`src/rtl/spi_regs_pkg.sv`:
```
`timescale 1ns/1ps
package spi_regs_pkg;

    localparam int ADDR_W = 7;
    localparam int WORD_W = 16;
    localparam int BYTE_W = 8;

    localparam logic [ADDR_W-1:0] STATUS_ADDR = 7'd48;
    localparam logic [ADDR_W-1:0] FIFO_ADDR   = 7'd50;

    typedef enum logic {
        PH_CMD  = 1'b0,
        PH_DATA = 1'b1
    } frame_phase_e;

    typedef struct packed {
        logic              rd;
        logic [ADDR_W-1:0] addr;
    } cmd_t;

    typedef struct packed {
        logic rise;
        logic fall;
        logic mosi;
        logic cs_n;
    } spi_evt_t;

    function automatic logic [4:0] unit_bits(frame_phase_e ph, logic [ADDR_W-1:0] a);
        if (ph == PH_CMD || a == FIFO_ADDR) return 5'd8;
        return 5'd16;
    endfunction

endpackage

```
`src/rtl/spi_edge_sync.sv`:
```
`timescale 1ns/1ps
module spi_edge_sync
    import spi_regs_pkg::*;
#(
    parameter int STAGES = 2
) (
    input  logic     clk,
    input  logic     rst,
    input  logic     sclk,
    input  logic     cs_n,
    input  logic     mosi,
    output spi_evt_t evt
);
    logic [STAGES-1:0] sclk_p;
    logic [STAGES-1:0] cs_p;
    logic [STAGES-1:0] mosi_p;
    logic              sclk_d;

    always_ff @(posedge clk) begin
        if (rst) begin
            sclk_p <= '0;
            cs_p   <= '1;
            mosi_p <= '0;
            sclk_d <= 1'b0;
        end else begin
            sclk_p <= {sclk_p[STAGES-2:0], sclk};
            cs_p   <= {cs_p[STAGES-2:0], cs_n};
            mosi_p <= {mosi_p[STAGES-2:0], mosi};
            sclk_d <= sclk_p[STAGES-1];
        end
    end

    always_comb begin
        evt.rise = sclk_p[STAGES-1] & ~sclk_d;
        evt.fall = ~sclk_p[STAGES-1] & sclk_d;
        evt.mosi = mosi_p[STAGES-1];
        evt.cs_n = cs_p[STAGES-1];
    end
endmodule

```
`src/rtl/spi_frame_ctl.sv`:
```
`timescale 1ns/1ps
module spi_frame_ctl
    import spi_regs_pkg::*;
(
    input  logic              clk,
    input  logic              rst,
    input  spi_evt_t          evt,
    input  logic [7:0]        status_byte,
    input  logic [WORD_W-1:0] rd_word,
    input  logic [BYTE_W-1:0] fifo_rdata,
    output logic [ADDR_W-1:0] rd_addr,
    output logic              wr_en,
    output logic [ADDR_W-1:0] wr_addr,
    output logic [WORD_W-1:0] wr_data,
    output logic              fifo_push,
    output logic [BYTE_W-1:0] fifo_wdata,
    output logic              fifo_pop,
    output logic              miso
);
    frame_phase_e      phase;
    cmd_t              cmd;
    logic [4:0]        bit_cnt;
    logic [WORD_W-1:0] rx_sh;
    logic [WORD_W-1:0] tx_sh;
    logic [WORD_W-1:0] rx_next;
    logic [WORD_W-1:0] load_val;
    logic              unit_done;
    logic              at_fifo;

    always_comb begin
        at_fifo   = (cmd.addr == FIFO_ADDR);
        rx_next   = {rx_sh[WORD_W-2:0], evt.mosi};
        unit_done = (bit_cnt == unit_bits(phase, cmd.addr) - 5'd1);
        if (phase == PH_CMD)  load_val = {status_byte, 8'h00};
        else if (at_fifo)     load_val = {fifo_rdata, 8'h00};
        else                  load_val = rd_word;
    end

    always_ff @(posedge clk) begin
        if (rst) begin
            phase      <= PH_CMD;
            cmd        <= '0;
            bit_cnt    <= '0;
            rx_sh      <= '0;
            tx_sh      <= '0;
            wr_en      <= 1'b0;
            wr_addr    <= '0;
            wr_data    <= '0;
            fifo_push  <= 1'b0;
            fifo_wdata <= '0;
            fifo_pop   <= 1'b0;
        end else begin
            wr_en     <= 1'b0;
            fifo_push <= 1'b0;
            fifo_pop  <= 1'b0;
            if (evt.cs_n) begin
                phase   <= PH_CMD;
                bit_cnt <= '0;
            end else begin
                if (evt.rise) begin
                    if (bit_cnt == 5'd0) tx_sh <= load_val;
                    else                 tx_sh <= {tx_sh[WORD_W-2:0], 1'b0};
                end
                if (evt.fall) begin
                    rx_sh <= rx_next;
                    if (!unit_done) begin
                        bit_cnt <= bit_cnt + 5'd1;
                    end else begin
                        bit_cnt <= '0;
                        if (phase == PH_CMD) begin
                            cmd   <= cmd_t'(rx_next[7:0]);
                            phase <= PH_DATA;
                        end else begin
                            if (cmd.rd) begin
                                fifo_pop <= at_fifo;
                            end else if (at_fifo) begin
                                fifo_push  <= 1'b1;
                                fifo_wdata <= rx_next[BYTE_W-1:0];
                            end else begin
                                wr_en   <= 1'b1;
                                wr_addr <= cmd.addr;
                                wr_data <= rx_next;
                            end
                            if (!at_fifo) cmd.addr <= cmd.addr + 7'd1;
                        end
                    end
                end
            end
        end
    end

    assign rd_addr = cmd.addr;
    assign miso    = tx_sh[WORD_W-1];
endmodule

```
`src/rtl/spi_cfg_bank.sv`:
```
`timescale 1ns/1ps
module spi_cfg_bank
    import spi_regs_pkg::*;
#(
    parameter int REG_BASE  = 32,
    parameter int REG_COUNT = 4,
    localparam int CFG_W    = REG_COUNT * WORD_W
) (
    input  logic              clk,
    input  logic              rst,
    input  logic              wr_en,
    input  logic [ADDR_W-1:0] wr_addr,
    input  logic [WORD_W-1:0] wr_data,
    input  logic [ADDR_W-1:0] rd_addr,
    input  logic [WORD_W-1:0] status_word,
    output logic [WORD_W-1:0] rd_word,
    output logic [CFG_W-1:0]  cfg_q
);
    logic [WORD_W-1:0] regs [REG_COUNT];

    for (genvar g = 0; g < REG_COUNT; g++) begin : g_reg
        localparam logic [ADDR_W-1:0] MY_ADDR = ADDR_W'(REG_BASE + g);
        always_ff @(posedge clk) begin
            if (rst)                              regs[g] <= '0;
            else if (wr_en && wr_addr == MY_ADDR) regs[g] <= wr_data;
        end
        assign cfg_q[g*WORD_W +: WORD_W] = regs[g];
    end

    always_comb begin
        rd_word = '0;
        if (rd_addr == STATUS_ADDR) rd_word = status_word;
        for (int i = 0; i < REG_COUNT; i++) begin
            if (rd_addr == ADDR_W'(REG_BASE + i)) rd_word = regs[i];
        end
    end
endmodule

```
`src/rtl/spi_reg_slave.sv`:
```
`timescale 1ns/1ps
module spi_reg_slave
    import spi_regs_pkg::*;
#(
    parameter int REG_BASE    = 32,
    parameter int REG_COUNT   = 4,
    parameter int SYNC_STAGES = 2,
    parameter int OPT_REG     = 3,
    parameter int OPT_BIT     = 7,
    localparam int CFG_W      = REG_COUNT * WORD_W
) (
    input  logic              clk,
    input  logic              rst,
    input  logic              spi_sclk,
    input  logic              spi_cs_n,
    input  logic              spi_mosi,
    output logic              spi_miso,
    output logic              spi_miso_oe,
    input  logic [WORD_W-1:0] status_word,
    output logic              fifo_push,
    output logic [BYTE_W-1:0] fifo_wdata,
    output logic              fifo_pop,
    input  logic [BYTE_W-1:0] fifo_rdata,
    output logic [CFG_W-1:0]  cfg_q
);
    spi_evt_t          evt;
    logic [ADDR_W-1:0] rd_addr;
    logic [ADDR_W-1:0] wr_addr;
    logic              wr_en;
    logic [WORD_W-1:0] wr_data;
    logic [WORD_W-1:0] rd_word;

    spi_edge_sync #(.STAGES(SYNC_STAGES)) u_sync (
        .clk  (clk),
        .rst  (rst),
        .sclk (spi_sclk),
        .cs_n (spi_cs_n),
        .mosi (spi_mosi),
        .evt  (evt)
    );

    spi_frame_ctl u_ctl (
        .clk         (clk),
        .rst         (rst),
        .evt         (evt),
        .status_byte (status_word[WORD_W-1 -: 8]),
        .rd_word     (rd_word),
        .fifo_rdata  (fifo_rdata),
        .rd_addr     (rd_addr),
        .wr_en       (wr_en),
        .wr_addr     (wr_addr),
        .wr_data     (wr_data),
        .fifo_push   (fifo_push),
        .fifo_wdata  (fifo_wdata),
        .fifo_pop    (fifo_pop),
        .miso        (spi_miso)
    );

    spi_cfg_bank #(.REG_BASE(REG_BASE), .REG_COUNT(REG_COUNT)) u_bank (
        .clk         (clk),
        .rst         (rst),
        .wr_en       (wr_en),
        .wr_addr     (wr_addr),
        .wr_data     (wr_data),
        .rd_addr     (rd_addr),
        .status_word (status_word),
        .rd_word     (rd_word),
        .cfg_q       (cfg_q)
    );

    assign spi_miso_oe = ~evt.cs_n | cfg_q[OPT_REG*WORD_W + OPT_BIT];
endmodule

```
`config.mk`:
```
export PLATFORM = sky130hd
export DESIGN_NAME = spi_reg_slave
export DESIGN_NICKNAME = d
export VERILOG_FILES = /design/src/rtl/spi_regs_pkg.sv /design/src/rtl/spi_edge_sync.sv /design/src/rtl/spi_frame_ctl.sv /design/src/rtl/spi_cfg_bank.sv /design/src/rtl/spi_reg_slave.sv
export SDC_FILE = /design/constraint.sdc
export NUM_CORES = 1
export LEC_CHECK = 0
export CORE_MARGIN = 1.5
export CORE_UTILIZATION = 45
export CTS_CLUSTER_DIAMETER = 30
export DETAILED_ROUTE_END_ITERATION = 8
export GPL_TIMING_DRIVEN = 1
export PLACE_DENSITY = 0.76
export SLEW_MARGIN = 10
export SYNTH_ARGS = -nofsm -noshare
export SYNTH_HDL_FRONTEND = slang
export SYNTH_SLANG_ARGS = --single-unit
```
`constraint.sdc`:
```
create_clock -name clk -period 3.7 [get_ports clk]
set_input_delay 0.74 -clock clk [delete_from_list [all_inputs] [get_ports clk]]
set_output_delay 0.74 -clock clk [all_outputs]
set_load 0.005 [all_outputs]
```
## After elaboration in Yosys (flattened, before gate mapping)

Memories as Yosys holds them, arrays and structs flattened.
Index checks and enable logic that the tools add are counted.

- Flip-flop bits (word level): 86
- Bits in writable memories: 64
- Input bits: 29
- Output and inout bits: 76
- Word-level logic and storage cells: 97
- Memories: 1

Memory list:

| memory | depth | bits a word | rd ports | clocked after memory_dff | write ports | line | source |
|---|---|---|---|---|---|---|---|
| u_bank.regs | 4 | 16 | 4 | 0 | 4 | spi_cfg_bank.sv:19 | `logic [WORD_W-1:0] regs [REG_COUNT];` |

- $add $sub $neg: 3
- Eq/ne operators: 12
- Mux-type cells: 34
- Bitwise gates (word level): 15
- Reduce and logical (&&, ||, !) cells: 16

Operator list:

| operator | number |
|---|---|
| $mux 16 | 12 |
| $eq 7x6->1 const B | 10 |
| $mux 1 | 17 |
| $mux 5 | 3 |
| $mux 7 | 2 |
| $reduce_and 6->1 | 2 |
| $reduce_or 6->1 | 2 |
| $not 1->1 | 8 |
| $reduce_and 4->1 | 2 |
| $add 7x1->7 const B | 1 |
| $reduce_and 2->1 | 3 |
| $add 5x1->5 const B | 1 |
| $eq 5x5->1 | 1 |
| $logic_not 5->1 | 1 |
| $or 1x1->1 | 5 |
| $sub 5x1->5 const B | 1 |
| $logic_and 1x1->1 | 4 |
| $and 1x1->1 | 2 |
| $ne 2x2->1 const B | 1 |
| $reduce_or 2->1 | 1 |
| $logic_or 1x1->1 | 1 |

## Depth between registers and ports, before layout

- Word-level depth: 9
- Depth in mapped cells: 9

## Modules after synthesis

From an unflattened synthesis, not the netlist that was laid out.

- Cells, all modules: 721
- Area, all modules: 7300.8 um^2

By module, submodules not included:

| module | times used | cells each | area each (um^2) |
|---|---|---|---|
| spi_frame_ctl | 1 | 439 | 3678.5 |
| spi_cfg_bank | 1 | 263 | 3404.5 |
| spi_edge_sync | 1 | 18 | 211.5 |
| spi_reg_slave | 1 | 1 | 6.3 |

## Worst setup path before layout

No wires, ideal clock.

- Kind: input port to flip-flop
- Start point: in rst
- End point: reg u_ctl.tx_sh[11]
- Arrival: 2.138 ns
- Slack: 1.488 ns
- Stages: 6
- Buffers on the path: 2
- Cell sequence: clkbuf_1 or2_2 clkbuf_1 nor3_1 o221ai_1 o21ai_0

RTL lines:

| element | line | source |
|---|---|---|
| start, declared | spi_reg_slave.sv:13 | `input logic rst,` |
| end signal, assigned | spi_frame_ctl.sv:61 | `if (bit_cnt == 5'd0) tx_sh <= load_val;` |
| end signal, assigned | spi_frame_ctl.sv:62 | `else tx_sh <= {tx_sh[WORD_W-2:0], 1'b0};` |
| end, declared | spi_frame_ctl.sv:24 | `logic [WORD_W-1:0] tx_sh;` |

## Worst setup path in the final report

- Start point: reg u_ctl.phase
- End point: reg u_ctl.tx_sh[2]

- Longest elaborated chain between the ends: 2

Ends and longest elaborated chain:

| element | line | source |
|---|---|---|
| start, declared | spi_frame_ctl.sv:20 | `frame_phase_e phase;` |
| start signal, assigned | spi_frame_ctl.sv:41 | `phase <= PH_CMD;` |
| start signal, assigned | spi_frame_ctl.sv:57 | `phase <= PH_CMD;` |
| start signal, assigned | spi_frame_ctl.sv:72 | `phase <= PH_DATA;` |
| $mux 16 | spi_frame_ctl.sv:34 | `if (phase == PH_CMD) load_val = {status_byte, 8'h00};` |
| $mux 16 | spi_frame_ctl.sv:61 |  |

No other way between the ends.
A chain may end at the register's enable or synchronous reset.

==> reports/metrics.csv <==
stage,metric,value,unit
status,status,finished clean,
sta,Worst Hold Slack,410.8,ps
pwr,Sw Share,20.52,%
pwr,register share of total power,50.3,%
clock_tree,Max Root-Sink Buffers,2,
synthesis,Syn Nets,722,
pwr,Psw,0.7232,mW
clock_tree,H-Tree Depth,4,
grt,first-pass GRT wire length,29860,µm
die,core footprint,14530,µm²
synthesis,Synth cell types,48,
drt,Final ANT Viol Nets,0,
drt,DRT iter0 DRCs,500,
pwr,Int Pwr,2.801,mW
sta,# setup viols final,0,
min_path,hold_sp,u_sync.cs_p[0]$_SDFF_PP1_,
pwr,Max VDD drop,0.3334,mV
final_layout,"Area growth, synth to finish",25.90,%
placement,placed cells,942,
grt,GRT overflow,0,
clock_tree,post-CTS setup buffer count,0,
synthesis,cell accounting for the most synthesized area,edfxtp_1,
synthesis,Synth top area share,28.58,%
drt,total number of vias,5785,
worst_setup_path,Reg-to-Reg End,u_ctl.tx_sh[2]$_SDFFE_PP0P_,
die,std cell rows,44,
pwr,clock power share,45.7,%
drt,DRT Pass-1 Iters,5,
die,DIE HEIGHT,125.2,µm
sta,Final Hold Fails,0,
final_layout,fin cells,974,
worst_setup_path,CP Capture Type,flop,
synthesis,Synth Register Bits,150,
worst_setup_path,R2R setup slack,1080,ps
clock_tree,post_cts resized,0,
drt,Remaining DRCs,0,
die,I/O pin count,105,
clock_tree,root buffer cell,clkbuf_16,
synthesis,Async SR Flop Fraction,0,%
clock_tree,Post-CTS Hold Fix Bufs,0,
pwr,total power,3.524,mW
pwr,Comb pwr share,3.9,%
die,die width,125.2,µm
worst_setup_path,Setup CP Type,flop to flop,
drt,post-DR vias/cell,5.939,
synthesis,most common cell in the netlist,nand2_1,
pwr,pwr dens,416.3,nW/µm²
worst_setup_path,WP data required,4060,ps
sta,Final WS setup,1078,ps
grt,gr usage total,24.46,%
final_layout,Fill cells,1271,
sta,min cycle time layout,2622,ps
sta,clk_skew,7.650,ps
grt,pin count of the biggest net entering global routing,51,
synthesis,sequential fraction of the synthesis area,54.19,%
placement,dpl ws,1105,ps
sta,Slew headroom,23.75,%
synthesis,Mapped Cells,687,
synthesis,synth cell count leaders,"nand2_1, dfxtp_1, and2_1",
placement,routability cong.,0.9045,
final_layout,ANT cells,0,
placement,IO Port Bufs,104,
worst_setup_path,reg2reg start,u_ctl.phase$_SDFFE_PP0P_,
sta,RSZ-0062 raised after global routing,no,
synthesis,synth top area cells,"edfxtp_1, dfxtp_1, and2_1",
final_layout,Reg area,3643,µm²
clock_tree,CTS buffer count,17,
sta,final worst path period share,70.87,%
grt,initial antenna violation count,0,
clock_tree,Sink Count,150,
sta,worst slew pin tran,1140,ps
final_layout,Final nets,812,
synthesis,top_reg_cell synth,dfxtp_1,
final_layout,multi-input logic area,2867,µm²
synthesis,Syn. warnings,0,
clock_tree,Worst-path clk slew,60,ps
min_path,Hold Crit Depth,1,
clock_tree,Skew-Pair Late Insertion Delay,420,ps
synthesis,Mapped Area,6724,µm²
clock_tree,CTS tree,built,
die,Initial Util,46.26,%
worst_setup_path,CP arrival,2980,ps
sta,Slew Limit Fails,0,
pwr,Static Leak,2.829,nW
min_path,Hold Path Class,flop to flop,
sta,setup_tns,0,ps
final_layout,fraction of layout cells with a size suffix above 1,7.089,%
worst_setup_path,Worst Path Max Fanout,20,
min_path,hold endpoint,u_sync.cs_p[1]$_SDFF_PP1_,
synthesis,Post-synth EDFFs,64,
grt,vias in the first global route,5443,
worst_setup_path,Reg2Reg Depth,5,
placement,dpl hpwl,13920,µm
drt,Routed Wire Length,19450,µm
drt,WL per Instance,19.97,µm
sta,Max Fclk,381.4,MHz
job,max_cap viols,0,
worst_setup_path,Startpoint Class,flop,
synthesis,Syn Area/Cell,9.787,µm²
die,die area,15680,µm²
## critical path, stage by stage (launching register included)
cell,delay (ps)
dfxtp_1,640
inv_1,490
a21oi_1,460
a21oi_1,310
a2111oi_0,490
o21a_1,180
## logic make-up after synthesis
kind of cell | after synthesis | share of synthesized area (%)
simple gates | 288 | 22.24
compound gates | 173 | 16.93
flops | 150 | 54.19
buf+inv | 54 | 3.256
mux | 10 | 1.489
xor+xnor | 6 | 0.7815
fa+ha+maj | 6 | 1.116
## state kept, by name, indices dropped and copies added (netlist names), 5 cells and up
signal            cells
u_bank.regs          64
u_ctl.bit_cnt         5
u_ctl.fifo_wdata      8
u_ctl.rd_addr         7
u_ctl.rx_sh          15
u_ctl.tx_sh          16
u_ctl.wr_addr         7
u_ctl.wr_data        16
## layer usage
layer	GRT usage, %	part of all wire, %	up-vias
li1	-	-	2650
met1	33.30	43	2802
met2	38.35	46	294
met3	5.948	8.5	39
met4	8.356	2.3	0
met5	0	0	-
## worst max-delay path by stage
stage | depth (start not counted) | startpoint | end
final | 5 | u_ctl.phase$_SDFFE_PP0P_ | u_ctl.tx_sh[2]$_SDFFE_PP0P_
after global routing | 5 | u_ctl.phase$_SDFFE_PP0P_ | u_ctl.tx_sh[2]$_SDFFE_PP0P_
after CTS | 7 | u_ctl.rd_addr[0]$_SDFFE_PP0P_ | u_ctl.wr_data[13]$_SDFFE_PP0P_
after detailed placement | 6 | rst | u_ctl.tx_sh[14]$_SDFFE_PP0P_
after global placement | 6 | rst | u_ctl.tx_sh[12]$_SDFFE_PP0P_
after floorplan | 6 | rst | u_ctl.tx_sh[11]$_SDFFE_PP0P_
## metrics by stage
stage          cell area (µm²)  utilization [%]
2_1_floorplan             6724                -
3_3_place_gp              7908            54.41
3_5_place_dp              7908            54.41
4_1_cts                   8466            58.25
5_1_grt                   8466            58.25
6_report                  8466            58.25
## power by group through the flow
| stage | logic, mW | clock network (mW) | registers (mW) |
|---|---|---|---|
| global route | 0.145 | 1.70 | 1.78 |
| CTS | 0.138 | 1.63 | 1.77 |
| global placement | 0.136 | 0 | 1.81 |
| finish | 0.138 | 1.61 | 1.77 |
| detailed placement | 0.137 | 0 | 1.81 |
| floorplan | 0.0402 | 0 | 1.80 |
## area by class of cell
type | count | area share, %
sequential | 150 | 43.04
multi-input combinational | 483 | 33.86
timing repair buffer | 118 | 13.48
clock buffer | 24 | 6.089
tap | 184 | 2.719
clock inverter | 8 | 0.5025
inverter | 7 | 0.3104
## cell usage in the layout, fill, tap and decap left out, types with 3 or more instances in the layout
master / netlist / layout
clkinv_2: 0 / 6
edfxtp_1: 64 / 64
mux2i_1: 10 / 10
o21ai_1: 3 / 3
ha_1: 6 / 6
nand2_1: 97 / 97
o21ai_0: 25 / 25
o32ai_1: 3 / 3
a221oi_1: 17 / 17
clkbuf_16: 0 / 20
and3_1: 4 / 4
or3_1: 6 / 6
o221ai_1: 8 / 8
nor2_1: 36 / 36
nand2b_1: 8 / 8
nor2b_1: 8 / 8
a2111oi_0: 7 / 7
nand3_1: 14 / 14
nand4_1: 3 / 3
and2_1: 68 / 68
clkbuf_1: 37 / 4
nor4b_1: 6 / 6
a2bb2oi_1: 8 / 8
nor3_2: 2 / 3
inv_1: 7 / 7
o21bai_1: 4 / 4
a211oi_1: 8 / 8
xor2_1: 4 / 4
o21a_1: 14 / 14
nor3_1: 21 / 20
a22oi_1: 7 / 7
nor4_1: 3 / 3
or2_2: 5 / 5
dfxtp_1: 86 / 86
clkdlybuf4s50_1: 0 / 103
a21oi_1: 60 / 60
buf_4: 2 / 14
(Power assumes the default switching activity.)
